<file path="src/rtl/obp_pkg.sv">
package obp_pkg;

    typedef enum logic [1:0] {
        CYC_FLOAT = 2'd0,
        CYC_MEM   = 2'd1,
        CYC_PORT  = 2'd2,
        CYC_WRITE = 2'd3
    } cyc_kind_e;

    localparam int unsigned BUS_W     = 8;
    localparam int unsigned FLOAT_LSB = 0;
    localparam int unsigned FLOAT_MSB = 5;

endpackage

</file>
<file path="src/rtl/obp_decode.sv">
module obp_decode
    import obp_pkg::*;
#(
    parameter int unsigned ADDR_W    = 16,
    parameter int unsigned PORT_BASE = 8,
    parameter int unsigned NUM_CH    = 4,
    localparam int unsigned CH_W     = (NUM_CH > 1) ? $clog2(NUM_CH) : 1
) (
    input  logic              clk,
    input  logic              rst,
    input  logic [ADDR_W-1:0] addr,
    input  logic              rd,
    input  logic              wr,
    input  logic              mem_drive,
    output cyc_kind_e         kind,
    output logic [CH_W-1:0]   ch_idx
);

    logic [NUM_CH-1:0] hit_vec;

    generate
        for (genvar gi = 0; gi < NUM_CH; gi++) begin : g_match
            assign hit_vec[gi] = (addr == ADDR_W'(PORT_BASE + gi));
        end
    endgenerate

    always_comb begin
        ch_idx = '0;
        for (int i = 0; i < NUM_CH; i++) begin
            if (hit_vec[i]) ch_idx = CH_W'(i);
        end
    end

    always_comb begin
        unique casez ({wr, rd, |hit_vec, mem_drive})
            4'b1???: kind = CYC_WRITE;
            4'b011?: kind = CYC_PORT;
            4'b0101: kind = CYC_MEM;
            default: kind = CYC_FLOAT;
        endcase
    end

    // at most one channel answers a given address
    assert_one_channel_R5: assert property (@(posedge clk) disable iff (rst)
        $onehot0(hit_vec));

    // no memory cycle without a read strobe
    assert_mem_needs_read_R10: assert property (@(posedge clk) disable iff (rst)
        (!rd && !wr) |-> (kind == CYC_FLOAT));

endmodule

</file>
<file path="src/rtl/obp_pin_sync.sv">
module obp_pin_sync #(
    parameter int unsigned NUM_CH = 4
) (
    input  logic              clk,
    input  logic              rst,
    input  logic [NUM_CH-1:0] pins_raw,
    output logic [NUM_CH-1:0] pins_q
);

    always_ff @(posedge clk) begin
        if (rst) pins_q <= '0;
        else     pins_q <= pins_raw;
    end

    // one register stage between pin and port bit
    assert_pin_latency_R2: assert property (@(posedge clk) disable iff (rst)
        !$past(rst) |-> (pins_q == $past(pins_raw)));

endmodule

</file>
<file path="src/rtl/obp_keeper.sv">
module obp_keeper
    import obp_pkg::*;
(
    input  logic             clk,
    input  logic             rst,
    input  cyc_kind_e        kind,
    input  logic [BUS_W-1:0] mem_data,
    input  logic [BUS_W-1:0] wdata,
    input  logic             port_bit,
    output logic [BUS_W-1:0] bus_byte,
    output logic [BUS_W-1:0] keep_q
);

    logic bus_driven;

    always_comb begin
        bus_driven = 1'b1;
        unique case (kind)
            CYC_WRITE: bus_byte = wdata;
            CYC_MEM:   bus_byte = mem_data;
            CYC_PORT:  bus_byte = {port_bit, 1'b0, keep_q[FLOAT_MSB:FLOAT_LSB]};
            CYC_FLOAT: begin
                bus_byte   = keep_q;
                bus_driven = 1'b0;
            end
            default: begin
                bus_byte   = keep_q;
                bus_driven = 1'b0;
            end
        endcase
    end

    always_ff @(posedge clk) begin
        if (rst)             keep_q <= '0;
        else if (bus_driven) keep_q <= bus_byte;
    end

    // a driven cycle leaves its byte in the keeper
    assert_capture_R6: assert property (@(posedge clk) disable iff (rst)
        (kind != CYC_FLOAT) |=> (keep_q == $past(bus_byte)));

    // an undriven cycle leaves the keeper alone
    assert_float_hold_R7: assert property (@(posedge clk) disable iff (rst)
        (kind == CYC_FLOAT) |=> (keep_q == $past(keep_q)));

endmodule

</file>
<file path="src/rtl/open_bus_port.sv">
module open_bus_port
    import obp_pkg::*;
#(
    parameter int unsigned ADDR_W    = 16,
    parameter int unsigned PORT_BASE = 8,
    parameter int unsigned NUM_CH    = 4
) (
    input  logic              clk,
    input  logic              rst,
    input  logic [ADDR_W-1:0] addr,
    input  logic              rd,
    input  logic              wr,
    input  logic              mem_drive,
    input  logic [7:0]        mem_data,
    input  logic [7:0]        wdata,
    input  logic [NUM_CH-1:0] in_pins,
    output logic [7:0]        bus_byte
);

    localparam int unsigned CH_W = (NUM_CH > 1) ? $clog2(NUM_CH) : 1;

    cyc_kind_e         kind;
    logic [CH_W-1:0]   ch_idx;
    logic [NUM_CH-1:0] pins_q;
    logic [7:0]        keep_q;
    logic              port_bit;

    obp_decode #(
        .ADDR_W   (ADDR_W),
        .PORT_BASE(PORT_BASE),
        .NUM_CH   (NUM_CH)
    ) u_decode (
        .clk      (clk),
        .rst      (rst),
        .addr     (addr),
        .rd       (rd),
        .wr       (wr),
        .mem_drive(mem_drive),
        .kind     (kind),
        .ch_idx   (ch_idx)
    );

    obp_pin_sync #(.NUM_CH(NUM_CH)) u_pins (
        .clk     (clk),
        .rst     (rst),
        .pins_raw(in_pins),
        .pins_q  (pins_q)
    );

    assign port_bit = pins_q[ch_idx];

    obp_keeper u_keeper (
        .clk     (clk),
        .rst     (rst),
        .kind    (kind),
        .mem_data(mem_data),
        .wdata   (wdata),
        .port_bit(port_bit),
        .bus_byte(bus_byte),
        .keep_q  (keep_q)
    );

    // bit 6 of a port read is low
    assert_bit6_low_R3: assert property (@(posedge clk) disable iff (rst)
        (rd && !wr && kind == CYC_PORT) |-> !bus_byte[6]);

    // low bits of a port read come from the keeper
    assert_low_bits_kept_R4: assert property (@(posedge clk) disable iff (rst)
        (kind == CYC_PORT) |-> (bus_byte[5:0] == keep_q[5:0]));

    // write data owns the bus
    assert_write_wins_R8: assert property (@(posedge clk) disable iff (rst)
        wr |-> (bus_byte == wdata));

endmodule

</file>
<file path="config.mk">
export PLATFORM = sky130hd
export DESIGN_NAME = open_bus_port
export DESIGN_NICKNAME = d
export VERILOG_FILES = /design/src/rtl/obp_pkg.sv /design/src/rtl/obp_decode.sv /design/src/rtl/obp_pin_sync.sv /design/src/rtl/obp_keeper.sv /design/src/rtl/open_bus_port.sv
export SDC_FILE = /design/constraint.sdc
export NUM_CORES = 1
export LEC_CHECK = 0
export ABC_CLOCK_PERIOD_IN_PS = 1500
export BUFFER_PORTS_ARGS = -buffer_cell sky130_fd_sc_hd__buf_4
export CORE_MARGIN = 2
export CORE_UTILIZATION = 40
export CTS_CLUSTER_SIZE = 20
export DETAILED_ROUTE_END_ITERATION = 10
export PLACE_DENSITY = 0.9
export SYNTH_ARGS = -nofsm -noshare
export SYNTH_HDL_FRONTEND = slang
export SYNTH_SLANG_ARGS = --single-unit
</file>
<file path="constraint.sdc">
create_clock -name clk -period 1.5 [get_ports clk]
set_input_delay 0.075 -clock clk [delete_from_list [all_inputs] [get_ports clk]]
set_output_delay 0.075 -clock clk [all_outputs]
set_load 0.03 [all_outputs]
</file>
======== After elaboration in Yosys (flattened, before gate mapping) ========
Index checks and enable logic that the tools add are counted.
W data, S select, Z words.
operators by class
  magnitude comparators ................... 1
  eq/ne operators ......................... 9
  muxes and demuxes ....................... 7
  reduce and logical (&&, ||, !) cells .... 2
operator list
  cell                   count
  $eq A16 B4 Y1 const B  4
  $pmux W8 S4            1
  $pmux W2 S3            1
  $eq A2 B2 Y1 const B   2
  $eq A4 B3 Y1 const B   1
  $mux W2                2
  $reduce_or A4 Y1       1
  $eq A3 B2 Y1 const B   1
  $lt A2 B3 Y1 const B   1
  $bmux W1 S2            1
  $eq A2 B1 Y1 const B   1
  $logic_not A2 Y1       1
  $mux W1                2
word-level totals
  bits in registers ....................... 12

======== Longest topological paths before layout ========
  word-level depth ........................ 7
  gate-level depth with buffers ........... 5
  depth with buffers taken out ............ 4

======== Hierarchy ========
A second synthesis with hierarchy kept.
second synthesis, totals
  cell total of the unflattened synthesis .. 62
  area, all modules ....................... 615.6 um^2
modules (own cells, without submodules)
  module         times used  cells an instance  area each (um^2)
  obp_keeper     1           43                 416.6
  obp_pin_sync   1           8                  105.1
  obp_decode     1           10                 71.3
  open_bus_port  1           1                  22.5

======== Worst setup path before layout ========
Ideal clock, no wire load.
  path type ............................... input port to output port
  start ................................... input port addr[10]
  end ..................................... output port bus_byte[0]
  data arrival time ....................... 1567 ps
  path slack .............................. -142 ps
  cell stages on the path ................. 5
  path buffers ............................ 1
  cell sequence ........................... nor4_4 -> a41oi_2 -> buf_6 -> nor3b_1 -> nor3_1
on the way
  longest elaborated chain between the ends .. 6
  elaborated cells between the ends (all ways) .. 13
  those cells by class .................... eq/ne (9); mux (2); reduce/logical (2)
RTL lines
  what                                                 RTL line             text
  start: declaration                                   open_bus_port.sv:10  input logic [ADDR_W-1:0] addr,
  $eq A16 B4 Y1                                        obp_decode.sv:23     assign hit_vec[gi] = (addr == ADDR_W'(PORT_BASE + gi));
  $reduce_or A4 Y1 *                                   obp_decode.sv:35     unique casez ({wr, rd, |hit_vec, mem_drive})
  $eq A4 B3 Y1 / $eq A3 B2 Y1 (equally long branches)  obp_decode.sv:35
  $pmux W2 S3 *                                        obp_decode.sv:35
  $eq A2 B2 Y1, or another cell as far along           obp_keeper.sv:18     unique case (kind)
  $pmux W8 S4 *                                        obp_keeper.sv:18
  end: declaration                                     open_bus_port.sv:17  output logic [7:0] bus_byte
Mark *: on every way between the ends. The rest lies on a longest branch, timed or not.

======== Final worst setup path ========
  start ................................... register u_pins.pins_q[3]
  end ..................................... output port bus_byte[7]
on the way
  longest elaborated chain between the ends .. 3
RTL lines
  what                           RTL line             text
  start: declaration             obp_pin_sync.sv:7    output logic [NUM_CH-1:0] pins_q
  start signal: assignment       obp_pin_sync.sv:12   else pins_q <= pins_raw;
  $bmux W1 S2                    open_bus_port.sv:50  assign port_bit = pins_q[ch_idx];
  $mux W1 (implied by the code)  open_bus_port.sv:50
  $pmux W8 S4                    obp_keeper.sv:18
No other way between the ends. The select of a mux whose other input is x is not followed.

==> run metrics <==
status finished with violations; failing checks setup timing; Internal 596 uW; Clock power frac 22.8%; fin crit period 1.59 ns; CP Class flop to output pin; die area between 2000 and 2500 sq um; Slew @ Worst Pin 0.331 ns; post-synth top area share 33.7%; Pre-Repair DR Iteration Count 3; wire per inst 13.0 um; startpoint types flop; Worst slew margin 77.9%; Post-synth ARST share 0%; dpl cell area between 1000 and 1500 sq um; Initial Utilization 41.8%; share of cells above drive strength 1 63.2%; number of synthesized flops with an enable pin 0; Cells after Synth 74; DRC viols 0; f_max between 600 and 700 MHz; Crit path arrival time 1.52 ns; hold bufs inserted after CTS 0; Synth area leader dfxtp_1; Max stage delay on crit path approximately 0.48 ns; Peak VDD IR 0.000539 V; pin count of the biggest net entering global routing 24; Critical Path, Cell by Cell mux4_2, a32oi_2, a21oi_1, buf_4; critical path's slowest cell mux4_2; Hold Path Class input port to flop; post-synthesis register bit count 12; CTS buffer count 3; sequential share of power 41.0%; GR Overflow Total 0; FF-to-FF setup slack approximately 0.19 ns; CP Buf/Inv Count 1; worst skew pair latency 0.27 ns; Power Dens Cells 684 nW/um^2; first-pass GRT wire length 2970 um; H-tree depth 1; # rows 15; net switching power figure 257 uW; leakage dissipation 0.518 nW; ant diodes 0; DR iter-0 viols 14; combinational share of power 36.2%; Cell variety after synth 28; Setup-failing EPs final 1; max-slew violation count 0; die width 46.2 um; RSZ-0062 raised after global routing yes; # IOs 49; final hold violation count 0; Worst path top cell family by delay multiplexers; Die Height 46.2 um; Mapped Avg Cell Area 9.64 sq um; Fillers 121; final WL 1950 um; Layout Nets 168; core area 1710 sq um; vias in the first global route 779; Vias/cell 5.24; P&R area growth vs syn 74.7%; sequential share of the synthesized area 33.7%; top post-synthesis cells by area dfxtp_1 34%, nor2b_1 11%, nor3_1 7.0%; Clock transition at path regs 0.06 ns; critical-path maximum fanout 2; Synth Warn # 0; initial antenna violation count 0; cell area after layout 1250 sq um; Mapped Area 713 sq um; DR vias 786; most common library cells after synthesis 12 x dfxtp_1, 12 x nor2b_1, 10 x nor3_1; setup TNS -0.0929 ns; fraction of power spent switching nets 30.1%; DPL Wire Length 1500 um; period utilization 106%; Top FF cell, synth dfxtp_1; CP required approximately 1.4 ns; post-route ant nets 0; gpl congestion 0.696; clk root buf clkbuf_4; Net Count, Synth 115; Max Cap Violations 0; post-route setup slack -0.0929 ns; Setup Skew 0.000184 ns; All-Layer GR Usage between 10% and 20%; CTS Sinks 12; CP endpoint kind output pin; IO Port Bufs 48; CTS tree built; Bufs on Longest Clock Path 2
[per-stage QoR]
| step | setup slack [ns] | power (mW) | util [%] | cells | hold WS, ns |
|---|---|---|---|---|---|
| finish | -0.0929 | 0.852 | 73.0 | 150 | 0.0143 |
| global route | -0.148 | 0.893 | 73.0 | 150 | 0.00962 |
| CTS | -0.0966 | 0.832 | 68.0 | 149 | 0.0136 |
| detailed placement | 0.0269 | 0.640 | 65.8 | 145 | 0.289 |
| global placement | 0.0469 | 0.632 | 65.8 | 145 | 0.286 |
| floorplan | 0.106 | 0.501 | - | 74 | 0.147 |
[state kept, by name (all words and copies together), names as in the netlist]
name / cells
u_keeper.keep_q: 8
u_pins.pins_q: 4
[worst paths after layout]
path                                     end  depth (start not counted)                            start
max                              bus_byte[7]                          4      u_pins.pins_q[3]$_SDFF_PP0_
min              u_pins.pins_q[3]$_SDFF_PP0_                          2                       in_pins[3]
max reg2reg  u_keeper.keep_q[7]$_SDFFE_PP0P_                          4      u_pins.pins_q[3]$_SDFF_PP0_
min reg2reg  u_keeper.keep_q[6]$_SDFFE_PP0P_                          3  u_keeper.keep_q[6]$_SDFFE_PP0P_
[cell usage in the layout (no fill, tap or decap)]
cell type | netlist | routed
a211oi_1 | 1 | 1
a21oi_1 | 2 | 2
a311oi_1 | 1 | 1
a31oi_1 | 1 | 1
a32oi_2 | 0 | 1
a41oi_2 | 1 | 1
and2_1 | 1 | 1
and3_1 | 1 | 1
buf_4 | 1 | 47
buf_6 | 1 | 5
clkbuf_4 | 0 | 3
dfxtp_1 | 12 | 12
inv_1 | 1 | 1
mux4_2 | 1 | 1
nand2_1 | 1 | 1
nand2b_1 | 1 | 1
nand3_1 | 1 | 1
nand3b_1 | 2 | 2
nand4_1 | 1 | 1
nor2_1 | 2 | 2
nor2b_1 | 12 | 12
nor3_2 | 2 | 12
nor3b_1 | 6 | 2
nor3b_2 | 0 | 1
nor3b_4 | 0 | 3
nor4_1 | 4 | 4
nor4_2 | 2 | 2
nor4_4 | 2 | 2
nor4b_4 | 1 | 1
[final cells by class]
cell class	count	area, sq um	share of cell area [%]
multi-input cells	57	539	43.3
repair buffers	52	409	32.8
flip-flops and latches	12	240	19.3
well taps	25	31.3	2.51
clock buffers	3	22.5	1.81
inverters	1	3.75	0.301
[power groups by stage]
| stage | registers [mW] | logic (mW) | clock network, mW |
|---|---|---|---|
| 2_1_floorplan | 0.353 | 0.147 | 0 |
| 3_3_place_gp | 0.354 | 0.278 | 0 |
| 3_5_place_dp | 0.355 | 0.285 | 0 |
| 4_1_cts | 0.348 | 0.289 | 0.195 |
| 5_1_grt | 0.352 | 0.329 | 0.212 |
| 6_report | 0.350 | 0.309 | 0.194 |
[metal layers]
layer | vias up | track usage [%] | share of wire, %
met5 | - | 0 | 0
met4 | 0 | 5.14 | 1.3
met3 | 3 | 6.27 | 10
met2 | 38 | 35.3 | 53
met1 | 364 | 20.5 | 36
li1 | 381 | - | -
[logic make-up (layout without fill, tap and decap cells)]
| logic type | Yosys count | in the layout | share of synthesized area [%] |
|---|---|---|---|
| and+or+nand+nor | 49 | 49 | 50.9 |
| muxes | 1 | 1 | 3.16 |
| DFF | 12 | 12 | 33.7 |
| AOI/OAI and AO/OA | 7 | 7 | 8.07 |
| buffers and inverters | 5 | 56 | 4.21 |
[timing repair]
| item | in CTS | in global routing |
|---|---|---|
| endpoints found under the setup margin | 1 | 7 |
| buffers inserted | 1 | 1 |
| gates resized for setup | 1 | 16 |
| pin swaps | 2 | 10 |
(Power assumes the default switching activity.)
